### src/rtl/pio_pkg.sv
package pio_pkg;
    localparam int DATA_W  = 8;
    localparam int ADDR_W  = 12;
    localparam int N_BIDIR = 3;
    localparam int IRQ_BIT = 6;
    localparam int FLAG_BIT = 7;

    localparam logic [ADDR_W-1:0] ADR_DATA_A = 12'h000;
    localparam logic [ADDR_W-1:0] ADR_DATA_B = 12'h001;
    localparam logic [ADDR_W-1:0] ADR_DATA_C = 12'h002;
    localparam logic [ADDR_W-1:0] ADR_DATA_D = 12'h003;
    localparam logic [ADDR_W-1:0] ADR_DIR_A  = 12'h004;
    localparam logic [ADDR_W-1:0] ADR_DIR_B  = 12'h005;
    localparam logic [ADDR_W-1:0] ADR_DIR_C  = 12'h006;
    localparam logic [ADDR_W-1:0] ADR_MISC   = 12'h00A;
endpackage

### src/rtl/pio_sync.sv
module pio_sync #(
    parameter int W      = 8,
    parameter int STAGES = 2
) (
    input  logic         clk,
    input  logic         rst_n,
    input  logic [W-1:0] din,
    output logic [W-1:0] dout
);
    typedef struct packed {
        logic [STAGES-1:0][W-1:0] st;
    } sync_t;

    sync_t s_d, s_q;

    always_comb begin
        s_d = s_q;
        s_d.st[0] = din;
        for (int i = 1; i < STAGES; i++) begin
            s_d.st[i] = s_q.st[i-1];
        end
    end

    always_ff @(posedge clk or negedge rst_n) begin
        if (!rst_n) s_q <= '0;
        else        s_q <= s_d;
    end

    assign dout = s_q.st[STAGES-1];
endmodule

### src/rtl/pio_bidir_port.sv
module pio_bidir_port #(
    parameter int W = 8
) (
    input  logic         clk,
    input  logic         rst_n,
    input  logic         wr_lat,
    input  logic         wr_dir,
    input  logic [W-1:0] wdata,
    input  logic [W-1:0] pin_s,
    output logic [W-1:0] out_o,
    output logic [W-1:0] oe_o,
    output logic [W-1:0] rd_o
);
    typedef struct packed {
        logic [W-1:0] lat;
        logic [W-1:0] dir;
    } port_t;

    port_t p_d, p_q;

    always_comb begin
        p_d = p_q;
        if (wr_lat) p_d.lat = wdata;
        if (wr_dir) p_d.dir = wdata;
    end

    always_ff @(posedge clk or negedge rst_n) begin
        if (!rst_n) p_q <= '0;
        else        p_q <= p_d;
    end

    assign out_o = p_q.lat;
    assign oe_o  = p_q.dir;
    assign rd_o  = (p_q.lat & p_q.dir) | (pin_s & ~p_q.dir);
endmodule

### src/rtl/pio_edge_flag.sv
module pio_edge_flag (
    input  logic clk,
    input  logic rst_n,
    input  logic lvl,
    input  logic clr,
    output logic flag_o
);
    typedef struct packed {
        logic prev;
        logic flag;
    } ef_t;

    ef_t e_d, e_q;
    logic fall;

    always_comb begin
        fall = e_q.prev & ~lvl;
        e_d = e_q;
        e_d.prev = lvl;
        if (clr)  e_d.flag = 1'b0;
        if (fall) e_d.flag = 1'b1;
    end

    always_ff @(posedge clk or negedge rst_n) begin
        if (!rst_n) e_q <= '0;
        else        e_q <= e_d;
    end

    assign flag_o = e_q.flag;
endmodule

### src/rtl/pio_ports.sv
module pio_ports
    import pio_pkg::*;
#(
    parameter int SYNC_STAGES = 2
) (
    input  logic              clk,
    input  logic              rst_n,
    input  logic [ADDR_W-1:0] bus_addr,
    input  logic              bus_wr,
    input  logic [DATA_W-1:0] bus_wdata,
    output logic [DATA_W-1:0] bus_rdata,
    input  logic [DATA_W-1:0] pa_in,
    output logic [DATA_W-1:0] pa_out,
    output logic [DATA_W-1:0] pa_oe,
    input  logic [DATA_W-1:0] pb_in,
    output logic [DATA_W-1:0] pb_out,
    output logic [DATA_W-1:0] pb_oe,
    input  logic [DATA_W-1:0] pc_in,
    output logic [DATA_W-1:0] pc_out,
    output logic [DATA_W-1:0] pc_oe,
    input  logic [DATA_W-1:0] pd_in,
    output logic              irq2_o
);
    localparam int NPORT = N_BIDIR + 1;

    logic [NPORT-1:0][DATA_W-1:0]   pin_raw, pin_s;
    logic [N_BIDIR-1:0][DATA_W-1:0] out_v, oe_v, rd_v;
    logic [N_BIDIR-1:0]             wr_lat, wr_dir;
    logic                           clr_flag, flag;

    assign pin_raw = {pd_in, pc_in, pb_in, pa_in};

    generate
        for (genvar g = 0; g < NPORT; g++) begin : g_sync
            pio_sync #(.W(DATA_W), .STAGES(SYNC_STAGES)) u_sync (
                .clk (clk),
                .rst_n (rst_n),
                .din (pin_raw[g]),
                .dout (pin_s[g])
            );
        end

        for (genvar g = 0; g < N_BIDIR; g++) begin : g_port
            assign wr_lat[g] = bus_wr && (bus_addr == ADR_DATA_A + ADDR_W'(g));
            assign wr_dir[g] = bus_wr && (bus_addr == ADR_DIR_A + ADDR_W'(g));
            pio_bidir_port #(.W(DATA_W)) u_port (
                .clk (clk),
                .rst_n (rst_n),
                .wr_lat (wr_lat[g]),
                .wr_dir (wr_dir[g]),
                .wdata (bus_wdata),
                .pin_s (pin_s[g]),
                .out_o (out_v[g]),
                .oe_o (oe_v[g]),
                .rd_o (rd_v[g])
            );
        end
    endgenerate

    assign clr_flag = bus_wr && (bus_addr == ADR_MISC) && !bus_wdata[FLAG_BIT];

    pio_edge_flag u_flag (
        .clk (clk),
        .rst_n (rst_n),
        .lvl (pin_s[N_BIDIR][IRQ_BIT]),
        .clr (clr_flag),
        .flag_o (flag)
    );

    always_comb begin
        bus_rdata = '0;
        case (bus_addr)
            ADR_DATA_A: bus_rdata = rd_v[0];
            ADR_DATA_B: bus_rdata = rd_v[1];
            ADR_DATA_C: bus_rdata = rd_v[2];
            ADR_DATA_D: bus_rdata = pin_s[N_BIDIR];
            ADR_DIR_A, ADR_DIR_B, ADR_DIR_C: bus_rdata = '1;
            ADR_MISC:   bus_rdata[FLAG_BIT] = flag;
            default:    bus_rdata = '0;
        endcase
    end

    assign pa_out = out_v[0];
    assign pb_out = out_v[1];
    assign pc_out = out_v[2];
    assign pa_oe  = oe_v[0];
    assign pb_oe  = oe_v[1];
    assign pc_oe  = oe_v[2];
    assign irq2_o = flag;
endmodule

### config.mk
export PLATFORM = sky130hd
export DESIGN_NAME = pio_ports
export DESIGN_NICKNAME = d
export VERILOG_FILES = /design/src/rtl/pio_pkg.sv /design/src/rtl/pio_sync.sv /design/src/rtl/pio_bidir_port.sv /design/src/rtl/pio_edge_flag.sv /design/src/rtl/pio_ports.sv
export SDC_FILE = /design/constraint.sdc
export NUM_CORES = 1
export LEC_CHECK = 0
export ABC_AREA = 1
export BUFFER_PORTS_ARGS = -buffer_cell sky130_fd_sc_hd__buf_2
export CAP_MARGIN = 0
export CORE_MARGIN = 4
export CORE_UTILIZATION = 57
export CTS_BUF_LIST = sky130_fd_sc_hd__clkbuf_16
export CTS_CLUSTER_DIAMETER = 120
export DETAILED_ROUTE_END_ITERATION = 10
export PLACE_DENSITY_LB_ADDON = 0.3
export SETUP_SLACK_MARGIN = 0.1
export SLEW_MARGIN = 10
export SYNTH_ARGS = -nofsm -noshare
export SYNTH_HDL_FRONTEND = slang
export SYNTH_HIERARCHICAL = 1
export SYNTH_SLANG_ARGS = --single-unit
### constraint.sdc
create_clock -name clk -period 3.45 [get_ports clk]
set_input_delay 0.69 -clock clk [delete_from_list [all_inputs] [get_ports clk]]
set_output_delay 0.69 -clock clk [all_outputs]
set_load 0.03 [all_outputs]
# Word level (Yosys, flattened, before mapping)
# Cells that the tools add are included.
[classes] bitwise=14 mux=4 n_reduce_logical=12 eq_ne=7
[op_table] operator="8-bit AND" count=6
[op_table] operator="12-bit by 3-bit equality test with 1-bit output (second input constant)" count=3
[op_table] operator="7-bit case mux with 5 select lines" count=1
[op_table] operator="12-bit by 2-bit equality test with 1-bit output (second input constant)" count=2
[op_table] operator="8-bit NOT" count=3
[op_table] operator="8-bit bitwise OR" count=3
[op_table] operator="12-bit by 1-bit equality test with 1-bit output (second input constant)" count=1
[op_table] operator="12-bit by 4-bit equality test with 1-bit output (second input constant)" count=1
[op_table] operator="12-bit logical NOT" count=1
[op_table] operator="1-bit logical AND" count=8
[op_table] operator="1-bit case mux with 6 select lines" count=1
[op_table] operator="3-bit OR reduction" count=1
[op_table] operator="1-bit 2-to-1 mux" count=2
[op_table] operator="2-bit nonzero test" count=1
[op_table] operator="1-bit AND" count=1
[op_table] operator="1-bit logical NOT" count=1
[op_table] operator="1-bit NOT" count=1
[word_totals] register_bits=114 in_bits=55

# Logic depth before layout (Yosys ltp)
# Gate-level depths: netlist of run 1.
[logic_depth] word_depth=5 ltp_mapped=10

# Modules after synthesis
# Netlist of run 1, hierarchy kept.
[modules_own_cells] mod="pio_bidir_port" area_per_inst_um2=730.7 cells_per_inst=100 n_inst=3
[modules_own_cells] mod="pio_sync" area_per_inst_um2=400.4 cells_per_inst=16 n_inst=4
[modules_own_cells] mod="pio_ports" area_per_inst_um2=621.8 cells_per_inst=118 n_inst=1
[modules_own_cells] mod="pio_edge_flag" area_per_inst_um2=68.8 cells_per_inst=7 n_inst=1

# Worst setup path after synthesis of run 1
# No wires, ideal clock.
[synth_timing] path_kind="input port to output port" start="input port bus_addr[11]" end="output port bus_rdata[0]" setup_slack_ns=1.187 arrival_time_ns=1.573 n_path_buf=1 stages=8 path_cell_list="nor2_1 -> nand2_1 -> nor2_4 -> buf_8 -> nand2_8 -> nor2_2 -> nor2_1 -> nand2_1"
[synth_via] elab_chain_cells=3 word_cells_on_any_way=9 cone_classes="eq/ne (6); mux (1); reduce/logical (2)"
[synth_lines] item="start: declaration" line="pio_ports.sv:8" source="input logic [ADDR_W-1:0] bus_addr,"
[synth_lines] item="12-bit by 3-bit equality test with 1-bit output" line="pio_ports.sv:72" source="case (bus_addr)"
[synth_lines] item="3-bit OR reduction" line="pio_ports.sv:72"
[synth_lines] item="7-bit case mux with 5 select lines (*)" line="pio_ports.sv:72"
[synth_lines] item="end: declaration" line="pio_ports.sv:11" source="output logic [DATA_W-1:0] bus_rdata,"
# Mark *: on every way between the ends. The rest lies on a longest branch, timed or not.

# Final worst setup path of run 1
[layout_timing] start="input port bus_addr[11]" end="output port bus_rdata[5]"
# Same word-level chain as after synthesis.

==> results by group, run 1 <==
Outcome
  • Status: completed

STA
  • Fmax: approximately 350 MHz
  • Worst Tran Pin Value: ~0.80 ns
  • RSZ-0062 raised after global routing: no
  • Clock skew: around 0.0056 ns
  • Slew HR: between 40% and 50%
  • Fin crit period: about 2.9 ns
  • TNS Setup: 0 ns
  • Slew Limit Fails: 0
  • Setup violators final: 0
  • Period utilisation layout: a little over four fifths
  • Final hold violations: 0

Floorplan
  • Die X-Extent: between 90 and 100 um
  • Core box area: 7690 um2
  • Starting Density: between 50 and 60%
  • Die Ht: roughly 97 um
  • Total Die Area: around 9300 um2
  • # rows: 32
  • I/O pins: about 110

Synth
  • Most frequent cell after synthesis: nand2_1
  • Post-synthesis simple-gate area fraction: 29.8%
  • Top cells by area, synth: dfrtp_1 (64%), nand2_1 (21%), inv_1 (3.5%), nand3_1 (2.8%), buf_6 (2.0%)
  • Avg Inst Size Synth: 9.17 um2
  • Main combinational cell family by area after synthesis: simple AND/OR/NAND/NOR gates
  • Syn Inst Count: 489
  • Yosys top cell area share: between 60% and 70%
  • Compound-cell area share of the yosys netlist: 0%
  • Sequential fraction of the synthesis area: between 60% and 70%
  • Synth warn: 6
  • Area of the mapped netlist: between 4000 and 5000 um2
  • Post-synth EDFFs: 0
  • Netlist cell types: 16
  • Area share of fa/ha/maj cells after synthesis: 0%
  • Post-synth top cells: nand2_1 (251), dfrtp_1 (114), inv_1 (42)
  • Post-synth top area cell: dfrtp_1
  • Asr flop ratio synth: between 90% and 100%
  • Top_reg_cell synth: dfrtp_1
  • Synth Net Count: 544
  • Post-Synth XOR/XNOR Area: 0%
  • Mux cell area share after synthesis: 0%
  • FF+latch count, synth: between 100 and 150

Clock network
  • Clk Latency, worst-skew pair: roughly 0.41 ns
  • Clock-pin slew on the worst setup and hold paths: approximately 0.06 ns
  • Setup bufs post-CTS: 0
  • CTS H-tree lvls: 4
  • Max clock buf depth: 2
  • Post-cts sizing count: 0
  • Sink Count: roughly 110
  • Post-CTS Hold Buffers: 0
  • Root Driver: clkbuf_16
  • CTS buffer count: 17
  • TritonCTS clock tree: yes

Worst hold path
  • Type of the worst min-delay path: in2async

Global route
  • Antenna violations before repair: 0
  • Pin count of the biggest net entering global routing: 68
  • Total grt overflow: 0
  • All-Layer GR Usage: 25.1%
  • Vias in the first global route: 3741
  • First-pass GRT wire length: approximately 18 mm

Worst setup path
  • CP cell instances: buf_2 -> nor2_1 -> nand2_1 -> nor2_4 -> buf_4 -> nand3_1 -> nand2_1 -> nor2_1 -> nand2_1 -> buf_2
  • Reg2reg end: g_port[1].u_port/oe_o[0]$_DFFE_PN0P_
  • Worst EP arrival: approximately 2.2 ns
  • WS Path Type: in2out
  • Worst r2r src: g_port[1].u_port/oe_o[0]$_DFFE_PN0P_
  • Reg2reg path depth: 2
  • Setup crit start kind: primary input
  • Worst path bufs/invs: 3
  • CP top delay family: simple AND/OR/NAND/NOR gates
  • Crit path top cell by count: nand2_1
  • Max incr delay on CP: about 0.37 ns
  • CP max-delay cell: nor2_4
  • Worst path required time: around 2.8 ns
  • CP max FO: 19
  • R2R Setup Slk: 2.77 ns
  • Worst setup EP type: output pin

Drt
  • DRT Pass-1 Iters: 4
  • Vias: 3513
  • Final ANT Viol Nets: 0
  • Via-to-Cell Ratio: roughly 4.8
  • DRC viols: 0
  • WL final: ~11 mm
  • DR iter-0 viols: 141
  • WL/cell: between 10 and 15 um

Final layout
  • Reg area: between 2000 and 3000 um2
  • P&R area growth vs syn: 26.5%
  • Cell area after layout: between 5000 and 6000 um2
  • Post-Layout Cell Count: around 730
  • Fraction of layout cells with a size suffix above 1: 28.1%
  • Multi-input logic area: between 1000 and 1500 um2
  • # fillers: roughly 590
  • # nets final: around 670
  • Antenna Cells: 0

Place
  • Gpl congestion: 0.849
  • DPL Wire Length: between 7 and 8 mm
  • Post-DP Area: 5100 um2
  • PortBufs: approximately 110
  • # placed instances: around 700

Power
  • Psw: 0.748 mW
  • Combinational power share: 3.6%
  • Power Density: 560 nW/um2
  • Clock network power share: between 50% and 60%
  • IR drop worst, VDD: around 0.00065 V
  • Pint: 2.43 mW
  • Pleak: 3.22 nW
  • Switching power share of the total: between 20% and 30%
  • Flop pwr share: about 44%

Run
  • Max Cap Viol: 0
-- flip-flops by register name (all words and copies together) (netlist names) --
signal,cells
g_port.u_port/oe_o,24
g_port.u_port/out_o,24
g_sync.u_sync/dout,32
g_sync.u_sync/s_d,32
u_flag/e_q,1
u_flag/flag_o,1
-- cell type report --
cell class | instances | area share, %
clock buffer | 17 | 7.50
clock inverter | 15 | 2.62
inverter | 51 | 3.37
multi-input combinational | 315 | 23.5
sequential | 114 | 50.3
tap | 102 | 2.25
timing repair buffer | 114 | 10.5
-- kinds of logic after synthesis --
logic type,Yosys count
flip-flops,114
buffers and inverters,60
AND/OR/NAND/NOR,315
-- stage by stage --
| step | hold slack, ns | utilization (%) | setup WS, ns | power, mW |
|---|---|---|---|---|
| 6_report | 0.298 | 73.8 | 0.578 | 3.18 |
| 5_1_grt | 0.341 | 73.8 | 0.406 | 3.30 |
| 4_1_cts | 0.318 | 73.8 | 0.566 | 3.21 |
| 3_5_place_dp | 0.335 | 66.3 | 0.578 | 1.53 |
| 3_3_place_gp | 0.331 | 66.3 | 0.639 | 1.53 |
| 2_1_floorplan | 0.331 | - | 1.19 | 1.45 |
-- worst max-delay path by stage --
stage            startpoint           end  slack (ns)  cells after the start
6_report       bus_addr[11]  bus_rdata[5]        0.58                     10
5_1_grt        bus_addr[11]  bus_rdata[5]        0.41                     10
4_1_cts        bus_addr[11]  bus_rdata[0]        0.57                     10
3_5_place_dp   bus_addr[11]  bus_rdata[5]        0.58                     10
3_3_place_gp   bus_addr[11]  bus_rdata[5]        0.64                     10
2_1_floorplan  bus_addr[11]  bus_rdata[0]        1.19                      8
-- metal layers --
metal	vias to the layer above	track usage, %	routed length (um)
met4	0	10.3	232
met3	19	6.85	766
met2	128	42.6	5470
li1	1718	-	-
met1	1648	30.4	4250
met5	-	0	0
-- power by group through the flow --
stage | Clock [mW] | Sequential, mW | Combinational (mW)
after floorplan | 0 | 1.42 | 0.0306
after detailed placement | 0 | 1.42 | 0.118
final | 1.67 | 1.39 | 0.116
after global routing | 1.78 | 1.40 | 0.131
after CTS | 1.70 | 1.39 | 0.119
after global placement | 0 | 1.41 | 0.116
-- cell usage in the layout (no fill, tap or decap), drive strengths merged --
cell	Yosys	layout
dfrtp	114	114
nor3b	1	1
nand3	28	28
clkbuf	0	17
nand2	254	254
clkinv	0	5
clkinvlp	0	1
buf	9	114
nor2	28	28
inv	51	59
bufinv	0	1
nor3	4	4
-- worst reg2reg max path, stage by stage, from the launching register on --
cell and delay [ns]:
dfrtp_1 0.40, nand2_1 0.10, nand2_1 0.06
(Power assumes the default switching activity.)
==> run 2, diff against run 1 <==
--- a/config.mk
+++ b/config.mk
@@ -9,7 +9,7 @@
 export BUFFER_PORTS_ARGS = -buffer_cell sky130_fd_sc_hd__buf_2
 export CAP_MARGIN = 0
 export CORE_MARGIN = 4
-export CORE_UTILIZATION = 57
+export CORE_UTILIZATION = 53
 export CTS_BUF_LIST = sky130_fd_sc_hd__clkbuf_16
 export CTS_CLUSTER_DIAMETER = 120
 export DETAILED_ROUTE_END_ITERATION = 10
==> constraint.sdc (replaced) <==
create_clock -name clk -period 2.68 [get_ports clk]
set_input_delay 0.536 -clock clk [delete_from_list [all_inputs] [get_ports clk]]
set_output_delay 0.536 -clock clk [all_outputs]
set_load 0.03 [all_outputs]
==> run 2 against run 1 <==
Effect of this change:
- first-iteration DRC count up 23%
- setup slack worse by 0.27 ns
- power grew 27%
- non-clock buffer count up 6
- final cell count is 1.2% higher
- sequential power increased by 29%
- clock power increased by 25%
- combinational power up 31%
- wire length increased by 3.2%
- utilization shrank 4.1 points
- clock skew about the same
- critical endpoint unchanged
- largest power group unchanged
==> results by group, run 2 (same netlist as run 1, synthesis figures left out) <==
STA
  • Slew Limit Fails: 0
  • TNS Setup: 0 ns
  • Clock skew: ~0.0054 ns
  • Worst Tran Pin Value: about 0.66 ns
  • Fin crit period: between 2 and 2.5 ns
  • Setup violators final: 0
  • Fmax: ~420 MHz
  • Final hold violations: 0
  • Setup ws final: between 0.3 and 0.4 ns
  • Slew HR: 55.7%
  • Hold WS: ~0.17 ns
  • RSZ-0062 raised after global routing: no
  • Period utilisation layout: approximately 88%

Floorplan
  • # rows: 33
  • Starting Density: a little over half
  • Die Ht: ~100 um
  • Core box area: between 8000 and 9000 um2
  • Die X-Extent: 100 um
  • Total Die Area: ~10000 um2
  • I/O pins: about 110

Global route
  • Vias in the first global route: around 3500
  • Antenna violations before repair: 0
  • Pin count of the biggest net entering global routing: 52
  • Total grt overflow: 0
  • First-pass GRT wire length: about 18 mm
  • All-Layer GR Usage: about a quarter

Place
  • DP Worst Slack: 0.346 ns
  • # placed instances: about 710
  • Post-DP Area: just over 5000 um2
  • Gpl congestion: 0.858
  • DPL Wire Length: approximately 7.7 mm
  • PortBufs: 111

Clock network
  • Setup bufs post-CTS: 0
  • CTS buffer count: 17
  • Post-cts sizing count: 0
  • Clock-pin slew on the worst setup and hold paths: ~0.060 ns
  • Clk Latency, worst-skew pair: 0.40 ns
  • TritonCTS clock tree: yes
  • Post-CTS Hold Buffers: 0
  • Max clock buf depth: 2
  • Sink Count: 114
  • Root Driver: clkbuf_16
  • CTS H-tree lvls: 4

Worst setup path
  • Worst r2r src: g_port[2].u_port/oe_o[1]$_DFFE_PN0P_
  • Reg2reg path depth: 2
  • CP top delay family: simple AND/OR/NAND/NOR gates
  • WS Path Type: in2out
  • Worst setup EP type: output pin
  • Worst EP arrival: 1.84 ns
  • Crit path depth: 10
  • Worst path required time: approximately 2.1 ns
  • Crit path top cell by count: nand2_1
  • CP cell instances: buf_2 -> nor2_1 -> nand2_1 -> nor2_4 -> buf_12 -> nand3_1 -> nand2_1 -> nor2_1 -> nand2_1 -> buf_2
  • Worst path bufs/invs: 3
  • Max incr delay on CP: 0.25 ns
  • Setup crit start kind: primary input
  • Crit path from: bus_addr[11]
  • CP max FO: 26
  • CP max-delay cell: nor2_4

Power
  • IR drop worst, VDD: roughly 0.00061 V
  • Pleak: approximately 3.2 nW
  • Power Density: ~700 nW/um2

Drt
  • DR iter-0 viols: 174
  • Final ANT Viol Nets: 0
  • Vias: approximately 3600
  • DRC viols: 0
  • WL final: around 11 mm
  • DRT Pass-1 Iters: 6
  • Via-to-Cell Ratio: a little under 5
  • WL/cell: 15.0 um

Final layout
  • Cell area after layout: 5720 um2
  • Fraction of layout cells with a size suffix above 1: 28.6%
  • # nets final: 674
  • Most frequent cells in the layout: nand2_1 (251), dfrtp_1 (114), buf_2 (110)
  • Commonest non-fill, non-tap cell in the layout: nand2_1
  • Antenna Cells: 0
  • P&R area growth vs syn: 27.7%
  • Multi-input logic area: about 1300 um2
  • Reg area: between 2000 and 3000 um2
  • Post-Layout Cell Count: 737
  • # fillers: about 640

Worst hold path
  • Type of the worst min-delay path: in2async

Run
  • Max Cap Viol: 0

Outcome
  • Status: completed
## run 2: path summary, 6_finish.rpt
kind	to	slack (ns)
worst min-delay path	g_sync[1].u_sync/dout[2]$_DFF_PN0_	0.17
min in group clk	g_sync[1].u_sync/s_d[11]$_DFF_PN0_	0.24
worst min register to register	g_sync[2].u_sync/dout[7]$_DFF_PN0_	0.34
max in group asynchronous	g_sync[3].u_sync/s_d[15]$_DFF_PN0_	1.74
worst max-delay path	bus_rdata[5]	0.31
worst max register to register	g_port[2].u_port/oe_o[1]$_DFFE_PN0P_	2.00
## run 2: power by group
part	switching, mW	total (mW)	leakage (nW)	internal (mW)
Combinational	0.103	0.152	1.53	0.0491
Sequential	0.0184	1.79	1.44	1.78
Clock	0.807	2.09	0.275	1.28
Total	0.928	4.03	3.24	3.11
## run 2: layer usage
| metal | GRT usage, % | vias up | wire length [um] |
|---|---|---|---|
| met1 | 29.0 | 1731 | 4490 |
| li1 | - | 1726 | - |
| met5 | 0 | - | 0 |
| met4 | 5.91 | 0 | 104 |
| met3 | 6.95 | 11 | 922 |
| met2 | 40.0 | 152 | 5540 |
## run 2: through the flow
step,util (%),power [mW]
after detailed placement,62.8,1.98
after CTS,69.7,4.06
after global placement,62.8,1.97
final,69.7,4.03
after floorplan,-,1.86
after global routing,69.7,4.18
## run 2: worst register-to-register path: cells and delay by family, from the launching register on
kind             cells  cell delay (ns)
and+or+nand+nor      2             0.15
DFF                  1             0.43
## run 2: area by class of cell
type / count / area share (%)
clock inverters: 15 / 2.40
multi-input cells: 315 / 23.3
inverters: 51 / 3.34
well taps: 105 / 2.30
repair buffers: 120 / 11.4
clock buffers: 17 / 7.43
flip-flops and latches: 114 / 49.8
==> run 3, diff against run 2 <==
--- a/config.mk
+++ b/config.mk
@@ -9,7 +9,7 @@
 export BUFFER_PORTS_ARGS = -buffer_cell sky130_fd_sc_hd__buf_2
 export CAP_MARGIN = 0
 export CORE_MARGIN = 4
-export CORE_UTILIZATION = 53
+export CORE_UTILIZATION = 50
 export CTS_BUF_LIST = sky130_fd_sc_hd__clkbuf_16
 export CTS_CLUSTER_DIAMETER = 120
 export DETAILED_ROUTE_END_ITERATION = 10
==> run 3 against run 2 <==
Effect of this change:
- die area rose by 5.5%
- critical path type unchanged
- highest routed layer unchanged
- clock skew rose by 0.0075 ns
- flip-flop and latch count did not move
- register-to-register slack barely moved
- clock power rose by 8%
- wire length fell by 3.1%
- critical path depth did not move
==> results by group, run 3 (same netlist as run 1, synthesis figures left out) <==
STA
  • Slew HR: between 60% and 70%
  • Setup violators final: 0
  • Period utilisation layout: 88.2%
  • TNS Setup: 0 ns
  • Fmax: around 420 MHz
  • Worst Tran Pin Value: 0.463 ns
  • Final hold violations: 0
  • Slew Limit Fails: 0
  • Clock skew: about 0.013 ns
  • Fin crit period: 2.36 ns
  • Hold WS: ~0.094 ns
  • RSZ-0062 raised after global routing: no

Clock network
  • CTS H-tree lvls: 4
  • Post-CTS Hold Buffers: 0
  • Setup bufs post-CTS: 0
  • Clock-pin slew on the worst setup and hold paths: 0.05 ns
  • Max clock buf depth: 2
  • Clk Latency, worst-skew pair: approximately 0.40 ns
  • Post-cts sizing count: 0
  • Sink Count: about 110
  • CTS buffer count: 17
  • Root Driver: clkbuf_16
  • TritonCTS clock tree: yes

Final layout
  • # nets final: 674
  • Fraction of layout cells with a size suffix above 1: 28.1%
  • Antenna Cells: 0
  • Commonest non-fill, non-tap cell in the layout: nand2_1
  • Cell area after layout: 5760 um2
  • Most frequent cells in the layout: nand2_1 (251), dfrtp_1 (114), buf_2 (110)
  • Reg area: between 2000 and 3000 um2
  • Multi-input logic area: 1340 um2
  • P&R area growth vs syn: 28.5%
  • # fillers: approximately 690

Global route
  • Antenna violations before repair: 0
  • Total grt overflow: 0
  • Vias in the first global route: 3618
  • Pin count of the biggest net entering global routing: 57
  • All-Layer GR Usage: between 20% and 30%
  • First-pass GRT wire length: 17.1 mm

Worst setup path
  • Worst EP arrival: ~1.8 ns
  • CP top delay family: simple AND/OR/NAND/NOR gates
  • Max incr delay on CP: 0.21 ns
  • Setup crit start kind: primary input
  • Worst path bufs/invs: 4
  • Worst setup EP type: output pin
  • WS Path Type: in2out
  • Crit path top cell by count: nand2_1
  • CP cell instances: buf_2 -> nor2_1 -> nand2_1 -> nor2_4 -> buf_12 -> nand3_2 -> nand2_1 -> inv_1 -> nand2_1 -> buf_2
  • Worst path required time: around 2.1 ns
  • CP max FO: 31
  • CP max-delay cell: nand3_2

Run
  • Max Cap Viol: 0

Floorplan
  • Starting Density: about half
  • # rows: 34
  • I/O pins: 112
  • Die Ht: approximately 100 um
  • Core box area: between 8000 and 9000 um2
  • Total Die Area: approximately 11000 um2
  • Die X-Extent: approximately 100 um

Drt
  • Final ANT Viol Nets: 0
  • DR iter-0 viols: 156
  • DRT Pass-1 Iters: 5
  • Via-to-Cell Ratio: about 4.8
  • WL final: 10.7 mm
  • Vias: ~3600
  • DRC viols: 0
  • WL/cell: between 10 and 15 um

Place
  • Gpl congestion: between 0.9 and 1
  • Post-DP Area: 5160 um2
  • PortBufs: between 100 and 150
  • DPL Wire Length: approximately 7.8 mm

Power
  • Pleak: 3.27 nW
  • Power Density: between 700 and 800 nW/um2
  • IR drop worst, VDD: roughly 0.0006 V

Worst hold path
  • Type of the worst min-delay path: in2async

Outcome
  • Status: completed
-- run 3: stage by stage --
| stage | setup WS, ns | util [%] | power (mW) | std cells |
|---|---|---|---|---|
| CTS | 0.305 | 66.1 | 4.23 | 738 |
| global route | 0.181 | 66.1 | 4.33 | 738 |
| global placement | 0.356 | 59.2 | 1.97 | 708 |
| detailed placement | 0.316 | 59.2 | 1.98 | 708 |
| floorplan | 0.725 | - | 1.86 | 489 |
| finish | 0.316 | 66.1 | 4.20 | 738 |
-- run 3: area by class of cell --
| cell class | instances | area share, % |
|---|---|---|
| clock buffer | 17 | 7.38 |
| timing repair buffer | 120 | 11.3 |
| clock inverter | 13 | 2.98 |
| multi-input combinational | 315 | 23.2 |
| sequential | 114 | 49.5 |
| inverter | 51 | 3.32 |
| tap | 108 | 2.35 |
-- run 3: routing by layer --
layer / part of all wire (%) / GRT usage [%] / vias up
li1: - / - / 1726
met1: 41 / 26.6 / 1675
met2: 49 / 35.7 / 139
met5: 0 / 0 / -
met3: 7.7 / 5.35 / 25
met4: 2.9 / 11.3 / 0
-- run 3: worst paths after layout --
kind	cells after the start	startpoint	endpoint	slack (ns)
worst max-delay path	10	bus_addr[11]	bus_rdata[5]	0.32
worst min-delay path	1	rst_n	g_sync[1].u_sync/dout[3]$_DFF_PN0_	0.09
worst max register to register	2	g_port[2].u_port/oe_o[3]$_DFFE_PN0P_	g_port[2].u_port/oe_o[3]$_DFFE_PN0P_	2.00
worst min register to register	0	g_sync[1].u_sync/s_d[14]$_DFF_PN0_	g_sync[1].u_sync/dout[6]$_DFF_PN0_	0.34
max in group asynchronous	2	rst_n	g_port[2].u_port/oe_o[0]$_DFFE_PN0P_	1.90
min in group clk	1	pb_in[3]	g_sync[1].u_sync/s_d[11]$_DFF_PN0_	0.23
-- run 3: where the power goes --
part | total (mW) | switching, mW | leakage [nW] | internal (mW)
Sequential | 1.79 | 0.0174 | 1.44 | 1.78
Clock | 2.25 | 0.725 | 0.298 | 1.53
Combinational | 0.151 | 0.101 | 1.53 | 0.0492
Total | 4.20 | 0.844 | 3.27 | 3.35
